[config.mk]
export PLATFORM = sky130hd
export DESIGN_NAME = sdram_burst_seq
export DESIGN_NICKNAME = d
export VERILOG_FILES = /design/src/rtl/sbs_pkg.sv /design/src/rtl/sbs_mode_reg.sv /design/src/rtl/sbs_col_gen.sv /design/src/rtl/sbs_rd_pipe.sv /design/src/rtl/sdram_burst_seq.sv
export SDC_FILE = /design/constraint.sdc
export NUM_CORES = 1
export LEC_CHECK = 0
export BUFFER_PORTS_ARGS = -buffer_cell sky130_fd_sc_hd__buf_4
export CAP_MARGIN = 20
export CELL_PAD_IN_SITES_DETAIL_PLACEMENT = 0
export CELL_PAD_IN_SITES_GLOBAL_PLACEMENT = 2
export CORE_MARGIN = 4
export CORE_UTILIZATION = 30
export CTS_CLUSTER_DIAMETER = 80
export DETAILED_ROUTE_END_ITERATION = 10
export PLACE_DENSITY = 0.83
export SETUP_SLACK_MARGIN = 0.4
export SYNTH_ARGS = -nofsm -noshare
export SYNTH_HDL_FRONTEND = slang
export SYNTH_HIERARCHICAL = 1
export SYNTH_SLANG_ARGS = --single-unit
[constraint.sdc]
create_clock -name clk -period 2.12 [get_ports clk]
set_input_delay 0.106 -clock clk [delete_from_list [all_inputs] [get_ports clk]]
set_output_delay 0.106 -clock clk [all_outputs]
set_load 0.02 [all_outputs]
[src/rtl/sbs_pkg.sv]
package sbs_pkg;

  // CAS latencies on offer, in cycles
  localparam int CL_LO = 2;
  localparam int CL_HI = 3;

  // log2 of the two fixed burst lengths
  localparam int BL4_LOG = 2;
  localparam int BL8_LOG = 3;

  typedef enum logic [1:0] {
    BLC_4    = 2'b00,
    BLC_8    = 2'b01,
    BLC_PAGE = 2'b10,
    BLC_PG2  = 2'b11
  } bl_code_e;

  typedef struct packed {
    logic [1:0] bl;
    logic       ilv;
    logic       cl3;
    logic       wsingle;
  } mode_t;

  localparam mode_t MODE_RST = '{bl: BLC_4, ilv: 1'b0, cl3: 1'b1, wsingle: 1'b0};

endpackage

[src/rtl/sbs_mode_reg.sv]
module sbs_mode_reg
  import sbs_pkg::*;
(
  input  logic  clk,
  input  logic  rst_n,
  input  logic  wr_en,
  input  logic  busy,
  input  mode_t mode_in,
  output mode_t mode_q,
  output logic  mode_err
);

  always_ff @(posedge clk) begin
    if (!rst_n) begin
      mode_q   <= MODE_RST;
      mode_err <= 1'b0;
    end else begin
      mode_err <= wr_en & busy;
      if (wr_en && !busy) mode_q <= mode_in;
    end
  end

  AST_MODE_LOCKED: assert property (@(posedge clk) disable iff (!rst_n)
    (wr_en && busy) |=> $stable(mode_q));
  AST_MODE_ERR_PULSE: assert property (@(posedge clk) disable iff (!rst_n)
    (wr_en && busy) |=> mode_err);
  AST_MODE_TAKEN: assert property (@(posedge clk) disable iff (!rst_n)
    (wr_en && !busy) |=> (mode_q == $past(mode_in)));

endmodule

[src/rtl/sbs_col_gen.sv]
module sbs_col_gen
  import sbs_pkg::*;
#(
  parameter int COL_W = 8
) (
  input  logic             clk,
  input  logic             rst_n,
  input  logic             vld,
  input  logic [COL_W-1:0] start_col,
  input  logic [COL_W-1:0] beat,
  input  logic [1:0]       bl,
  input  logic             ilv,
  output logic [COL_W-1:0] col
);

  localparam logic [COL_W-1:0] MASK4 = COL_W'((1 << BL4_LOG) - 1);
  localparam logic [COL_W-1:0] MASK8 = COL_W'((1 << BL8_LOG) - 1);

  logic [COL_W-1:0] sum;
  logic [COL_W-1:0] mask;

  always_comb begin
    sum  = start_col + beat;
    mask = bl[0] ? MASK8 : MASK4;
    if (bl[1])    col = sum;                                  // full page: row wrap
    else if (ilv) col = start_col ^ (beat & mask);            // interleaved
    else          col = (start_col & ~mask) | (sum & mask);   // wrap in block
  end

  AST_BLOCK_ALIGN: assert property (@(posedge clk) disable iff (!rst_n)
    (vld && !bl[1]) |-> (((col ^ start_col) & ~MASK8) == '0));
  AST_BL4_ALIGN: assert property (@(posedge clk) disable iff (!rst_n)
    (vld && bl == 2'b00) |-> (((col ^ start_col) & ~MASK4) == '0));

endmodule

[src/rtl/sbs_rd_pipe.sv]
module sbs_rd_pipe
  import sbs_pkg::*;
(
  input  logic clk,
  input  logic rst_n,
  input  logic rd_beat,
  input  logic cl3,
  output logic rd_valid,
  output logic pending
);

  logic [CL_HI-1:0] pipe;

  always_ff @(posedge clk) begin
    if (!rst_n) pipe <= '0;
    else        pipe <= {pipe[CL_HI-2:0], rd_beat};
  end

  assign rd_valid = cl3 ? pipe[CL_HI-1] : pipe[CL_LO-1];
  assign pending  = cl3 ? (|pipe) : (|pipe[CL_LO-1:0]);

  AST_RD_LAT3: assert property (@(posedge clk) disable iff (!rst_n)
    (rd_valid && cl3) |-> $past(rd_beat, 3));
  AST_RD_LAT2: assert property (@(posedge clk) disable iff (!rst_n)
    (rd_valid && !cl3) |-> $past(rd_beat, 2));

endmodule

[src/rtl/sdram_burst_seq.sv]
module sdram_burst_seq
  import sbs_pkg::*;
#(
  parameter int COL_W  = 8,
  parameter int BANK_W = 2
) (
  input  logic              clk,
  input  logic              rst_n,
  input  logic              mode_wr,
  input  logic [1:0]        mode_bl,
  input  logic              mode_ilv,
  input  logic              mode_cl3,
  input  logic              mode_wsingle,
  input  logic              req,
  input  logic [BANK_W-1:0] req_bank,
  input  logic [COL_W-1:0]  req_col,
  input  logic              req_write,
  input  logic              stop,
  output logic              col_valid,
  output logic [BANK_W-1:0] col_bank,
  output logic [COL_W-1:0]  col_addr,
  output logic              wr_strobe,
  output logic              rd_valid,
  output logic              busy,
  output logic              mode_err
);

  localparam logic [COL_W-1:0] LAST4 = COL_W'((1 << BL4_LOG) - 1);
  localparam logic [COL_W-1:0] LAST8 = COL_W'((1 << BL8_LOG) - 1);

  mode_t             mode_in, mode_q;
  logic              active, is_wr;
  logic [COL_W-1:0]  beat, start_col, last_idx;
  logic [BANK_W-1:0] bank_q;
  logic              single_wr, page, at_last, rd_pending;

  assign mode_in = '{bl: mode_bl, ilv: mode_ilv, cl3: mode_cl3, wsingle: mode_wsingle};

  sbs_mode_reg i_mode (
    .clk      (clk),
    .rst_n    (rst_n),
    .wr_en    (mode_wr),
    .busy     (busy),
    .mode_in  (mode_in),
    .mode_q   (mode_q),
    .mode_err (mode_err)
  );

  // burst length for the running burst
  always_comb begin
    single_wr = is_wr & mode_q.wsingle;
    page      = mode_q.bl[1] & ~single_wr;
    if (single_wr)       last_idx = '0;
    else if (mode_q.bl[0]) last_idx = LAST8;
    else                 last_idx = LAST4;
    at_last = active & ~page & (beat == last_idx);
  end

  // beat control: a request always wins, then stop, then the natural end
  always_ff @(posedge clk) begin
    if (!rst_n) begin
      active    <= 1'b0;
      is_wr     <= 1'b0;
      beat      <= '0;
      start_col <= '0;
      bank_q    <= '0;
    end else if (req) begin
      active    <= 1'b1;
      is_wr     <= req_write;
      beat      <= '0;
      start_col <= req_col;
      bank_q    <= req_bank;
    end else if (active) begin
      if (stop || at_last) active <= 1'b0;
      else                 beat   <= beat + 1'b1;
    end
  end

  sbs_col_gen #(.COL_W(COL_W)) i_col (
    .clk       (clk),
    .rst_n     (rst_n),
    .vld       (active),
    .start_col (start_col),
    .beat      (beat),
    .bl        (mode_q.bl),
    .ilv       (mode_q.ilv),
    .col       (col_addr)
  );

  sbs_rd_pipe i_rd (
    .clk      (clk),
    .rst_n    (rst_n),
    .rd_beat  (active & ~is_wr),
    .cl3      (mode_q.cl3),
    .rd_valid (rd_valid),
    .pending  (rd_pending)
  );

  assign col_valid = active;
  assign col_bank  = bank_q;
  assign wr_strobe = active & is_wr;
  assign busy      = active | rd_pending;

  AST_REQ_BEAT0: assert property (@(posedge clk) disable iff (!rst_n)
    req |=> (col_valid && col_addr == $past(req_col) && col_bank == $past(req_bank)));
  AST_STOP_HALTS: assert property (@(posedge clk) disable iff (!rst_n)
    (stop && !req) |=> !col_valid);
  AST_SINGLE_WR: assert property (@(posedge clk) disable iff (!rst_n)
    (wr_strobe && mode_q.wsingle && !req) |=> !wr_strobe);
  AST_NO_GAP: assert property (@(posedge clk) disable iff (!rst_n)
    (col_valid && at_last && req) |=> col_valid);
  AST_BUSY_COVERS: assert property (@(posedge clk) disable iff (!rst_n)
    (col_valid || rd_valid) |-> busy);

endmodule

* Word-level counts from Yosys, hierarchy flattened
Index checks and enable logic that the tools add are counted.
** Operators by class
- Bitwise gates (word level) :: 19
- Reduce and logical (&&, ||, !) cells :: 7
- $add $sub $neg :: 2
- Muxes and demuxes :: 9
- Equality and inequality tests :: 1
** Operator list (number)
- $and A8 B3 Y8 :: 2
- $mux W8 :: 2
- $add A8 B1 Y8 const B :: 1
- $add A8 B8 Y8 :: 1
- $and A8 B8 Y8 :: 1
- $eq A8 B8 Y1 :: 1
- $not A3 Y8 :: 1
- $or A8 B8 Y8 :: 1
- $xor A8 B8 Y8 :: 1
- $and A1 B1 Y1 :: 7
- $mux W3 :: 2
- $mux W1 :: 5
- $not A1 Y1 :: 5
- $reduce_or A2 Y1 :: 2
- $reduce_or A3 Y1 :: 1
- $reduce_and A2 Y1 :: 1
- $logic_and A1 B1 Y1 :: 1
- $logic_not A1 Y1 :: 1
- $logic_or A1 B1 Y1 :: 1
- $or A1 B1 Y1 :: 1
** Word-level totals
- Register bits after elaboration :: 29
- Input bits :: 21
- Output and inout bits :: 15
- Logic and storage cells :: 49

* Longest topological paths before layout
- Word-level depth :: 10
- Depth in mapped cells :: 8
- Mapped depth without buffers :: 8

* By module
The synthesis kept the hierarchy.
** By module, submodules not included
- sdram_burst_seq :: sequential area each 400.4 um^2, area each 923.4 um^2, cells an instance 91, instances 1
- sbs_col_gen :: sequential area each 0.0 um^2, area each 467.9 um^2, cells an instance 63, instances 1
- sbs_mode_reg :: sequential area each 120.1 um^2, area each 246.5 um^2, cells an instance 25, instances 1
- sbs_rd_pipe :: sequential area each 60.1 um^2, area each 102.6 um^2, cells an instance 8, instances 1

* Least setup slack after synthesis
No wires, ideal clock.
- Path type :: reg-to-output
- From :: reg beat[1]
- To :: out col_addr[7]
- Cell stages (with the launch flop) :: 7
- Required time :: 2.014 ns
- Path slack :: 0.269 ns
- Arrival :: 1.745 ns
- Buffers on the path :: 0
- Cell sequence :: dfxtp_1 -> ha_1 -> a211oi_2 -> nor2_1 -> a221oi_2 -> xor2_1 -> o22ai_1
** On the way
- Cells in the longest elaborated chain, start to end :: 5
** Ends and longest elaborated chain
- start, declared :: RTL line sdram_burst_seq.sv:33 : logic [COL_W-1:0] beat, start_col, last_idx;
- start signal, assigned :: RTL line sdram_burst_seq.sv:75 : else beat <= beat + 1'b1;
- $add A8 B8 Y8 * :: RTL line sbs_col_gen.sv:23 : sum = start_col + beat;
- $and A8 B3 Y8 :: RTL line sbs_col_gen.sv:27 : else col = (start_col & ~mask) | (sum & mask);
- $or A8 B8 Y8 :: RTL line sbs_col_gen.sv:27
- $mux W8 :: RTL line sbs_col_gen.sv:26 : else if (ilv) col = start_col ^ (beat & mask);
- $mux W8 * :: RTL line sbs_col_gen.sv:25 : if (bl[1]) col = sum;
- end, declared :: RTL line sdram_burst_seq.sv:21 : output logic [COL_W-1:0] col_addr,
Mark *: on every way between the ends. The rest lies on a longest branch, timed or not.

* Worst setup path in the final report
Same ends and word-level chain as after synthesis.

==> impl_metrics.json <==
{
  "status": "completed",
  "place_congestion": 0.7449,
  "ys_ff_latch": 29,
  "drc": 0,
  "firstDrtPassIters": 4,
  "yosysTopAreaCell": "dfxtp_1",
  "worst-endpoint-required_ns": 2.01,
  "dp_hpwl_mm": 3.015,
  "crit_path_max_fanout": 3,
  "synthTopCellsByCount": "29 x dfxtp_1, 20 x mux2i_1, 20 x nand2_1, 14 x nor2b_1, 10 x nor2_1",
  "tightest_slew_ns": 0.3761,
  "synth.distinct_cells": 48,
  "layout-drive-gt1-share_pct": 37.07,
  "antenna_found_initial": 0,
  "die_h_um": 84.17,
  "grt_overflow_total": 0,
  "end_kind": "output port",
  "hold_viol_final": 0,
  "start_util_pct": 31.22,
  "wl_per_cell_um": 13.54,
  "peakVddDrop_mv": 0.2793,
  "final_cell_area_um2": 2356,
  "io_buffers": 35,
  "clkSinkCount": 29,
  "grtUsageTotal_pct": 12.07,
  "drv_slew": 0,
  "async_flop_share_pct": 0,
  "cts.clk_slew.worst_paths_ns": 0.06,
  "synth_ff_type": "dfxtp_1",
  "dr_wl_met3_um": 217,
  "period_share_pct": 96.04,
  "pin_count": 36,
  "fp-row-count": 27,
  "synth.most_common_cell": "dfxtp_1",
  "cp.arrival_ns": 1.93,
  "fill_cells": 560,
  "drv_cap": 0,
  "fin_nets": 262,
  "cts_tree": "built",
  "wl_met2_mm": 1.829,
  "grt_max_degree": 28,
  "synth_fp_nets": 217,
  "syn_area_per_cell_um2": 9.307,
  "initialDrtViolationCount": 74,
  "cellPowerDensity_nw_per_um2": 548.2,
  "dieArea_um2": 7084,
  "grt_pass1_vias": 1482,
  "grt_pass1_wl_mm": 7.100,
  "syn_inst": 187,
  "routed-via-count": 1458,
  "dr.max_layer_used": "met4",
  "synth_area_um2": 1740,
  "diodes": 0,
  "worst_hold_path_type": "in -> reg",
  "ant_nets": 0,
  "fin_util_pct": 42.27,
  "root_buffer": "clkbuf_8",
  "cts-hold-fix-buffers": 0,
  "fp.dieW_um": 84.17,
  "cts_buffer_depth": 2,
  "skew_ns": 0.006035,
  "core_um2": 5574,
  "area_delta_synth_final_pct": 35.37,
  "crit_type": "reg -> out",
  "htreeDepth": 2,
  "synthTopCellsByArea": "dfxtp_1 33%, mux2i_1 12%, ha_1 5.8%, nor2b_1 5.0%, nand2_1 4.3%",
  "post_dp_cell_area_um2": 2113,
  "slew_headroom_pct": 74.61,
  "synth_enable_flop_cells": 0,
  "clk_latency_ns": 0.28,
  "yosys.area.top_type_share_pct": 33.36,
  "setup_viol": 0,
  "dp_slack_ns": 0.1748,
  "p_leak_nw": 1.001,
  "ys_warn_count": 6,
  "numCtsBuffers": 5,
  "max_freq_mhz": 491.2,
  "routed_wl_mm": 4.115,
  "m1WireLength_mm": 2.022,
  "rsz0062_at_grt": "true",
  "start_kind": "flop",
  "ys_seq_area_share_pct": 33.36,
  "post_drt_via_cell_ratio": 4.796,
  "period_needed_ns": 2.036,
  "worst_slack_ns": 0.08399
}
through the flow:
stage          power (mW)  setup TNS, ns  instances  hold WS (ns)
3_3_place_gp       0.8294              0        293        0.3611
5_1_grt             1.358       -0.09124        304       0.08307
6_report            1.292              0        304       0.08399
2_1_floorplan      0.7463              0        187        0.2277
3_5_place_dp       0.8291              0        293        0.3734
4_1_cts             1.306              0        304       0.08327
cell families (layout without fill, tap and decap cells):
group           after synthesis  in the layout  share of synthesized area (%)
simple gates                 71             71                          22.64
compound gates               34             34                          15.53
flops                        29             29                          33.36
mux                          22             22                          13.23
buf+inv                      13             58                          3.811
fa+ha+maj                     9              9                          6.902
xor+xnor                      9              9                          4.529
routing by layer:
metal	GRT usage, %	vias up
met5	0	-
met4	3.070	0
met3	3.925	6
met2	18.94	32
met1	16.00	671
li1	-	749
final timing paths:
path	slack [ns]	endpoint	start	depth (start not counted)
max	0.08	col_addr[7]	beat[1]	7
min	0.08	i_mode/mode_q[0]	mode_wsingle	3
min reg2reg	0.46	i_rd/pipe[1]	i_rd/pipe[0]	1
max reg2reg	0.50	col_valid	beat[4]	5
sequential cells by signal, summed over array words and instances, names as in the netlist:
| signal | cells |
|---|---|
| beat | 8 |
| start_col | 8 |
| i_mode/mode_q | 5 |
| i_rd/pipe | 3 |
| col_bank | 2 |
| col_valid | 1 |
| i_mode/mode_err | 1 |
| is_wr | 1 |
power by group:
part | total (mW) | switching [mW] | internal (mW)
Combinational | 0.245 | 0.117 | 0.128
Sequential | 0.591 | 0.0227 | 0.568
Clock | 0.456 | 0.199 | 0.257
Total | 1.29 | 0.339 | 0.953
placed cells by master, fill, tap and decap left out, types with 3 or more instances in the layout:
cell type  instances
a21o_1             3
a21oi_1            3
and2_1             4
and3_1             3
buf_4             37
buf_6              7
clkbuf_8           6
dfxtp_1           23
dfxtp_2            4
ha_1               3
ha_4               4
inv_1              6
mux2i_1           20
nand2_1           19
nand2b_1           4
nand4_1            4
nor2_1             9
nor2b_1           13
xnor2_1            3
xor2_1             6
what timing repair did:
item                                    in CTS  in global routing
endpoints found under the setup margin       7                  7
pin swaps                                   11                  7
setup buffers                                4                  0
gates resized for setup                     28                  4
final cells by class:
class	instances	area (µm²)	area share, %
inverters	7	26.28	1.115
clock buffers	7	86.33	3.664
repair buffers	44	356.6	15.14
well taps	72	90.09	3.824
flip-flops and latches	29	593.1	25.17
multi-input cells	145	1204	51.09
critical path: stages, from the launching register on:
cell and delay (ns):
dfxtp_2 0.34, ha_4 0.25, a211oi_4 0.28, nor2_2 0.09, a221oi_2 0.24, xor2_1 0.21, o22ai_2 0.09, buf_6 0.14
Note: power is estimated with default switching activity, not from simulation.
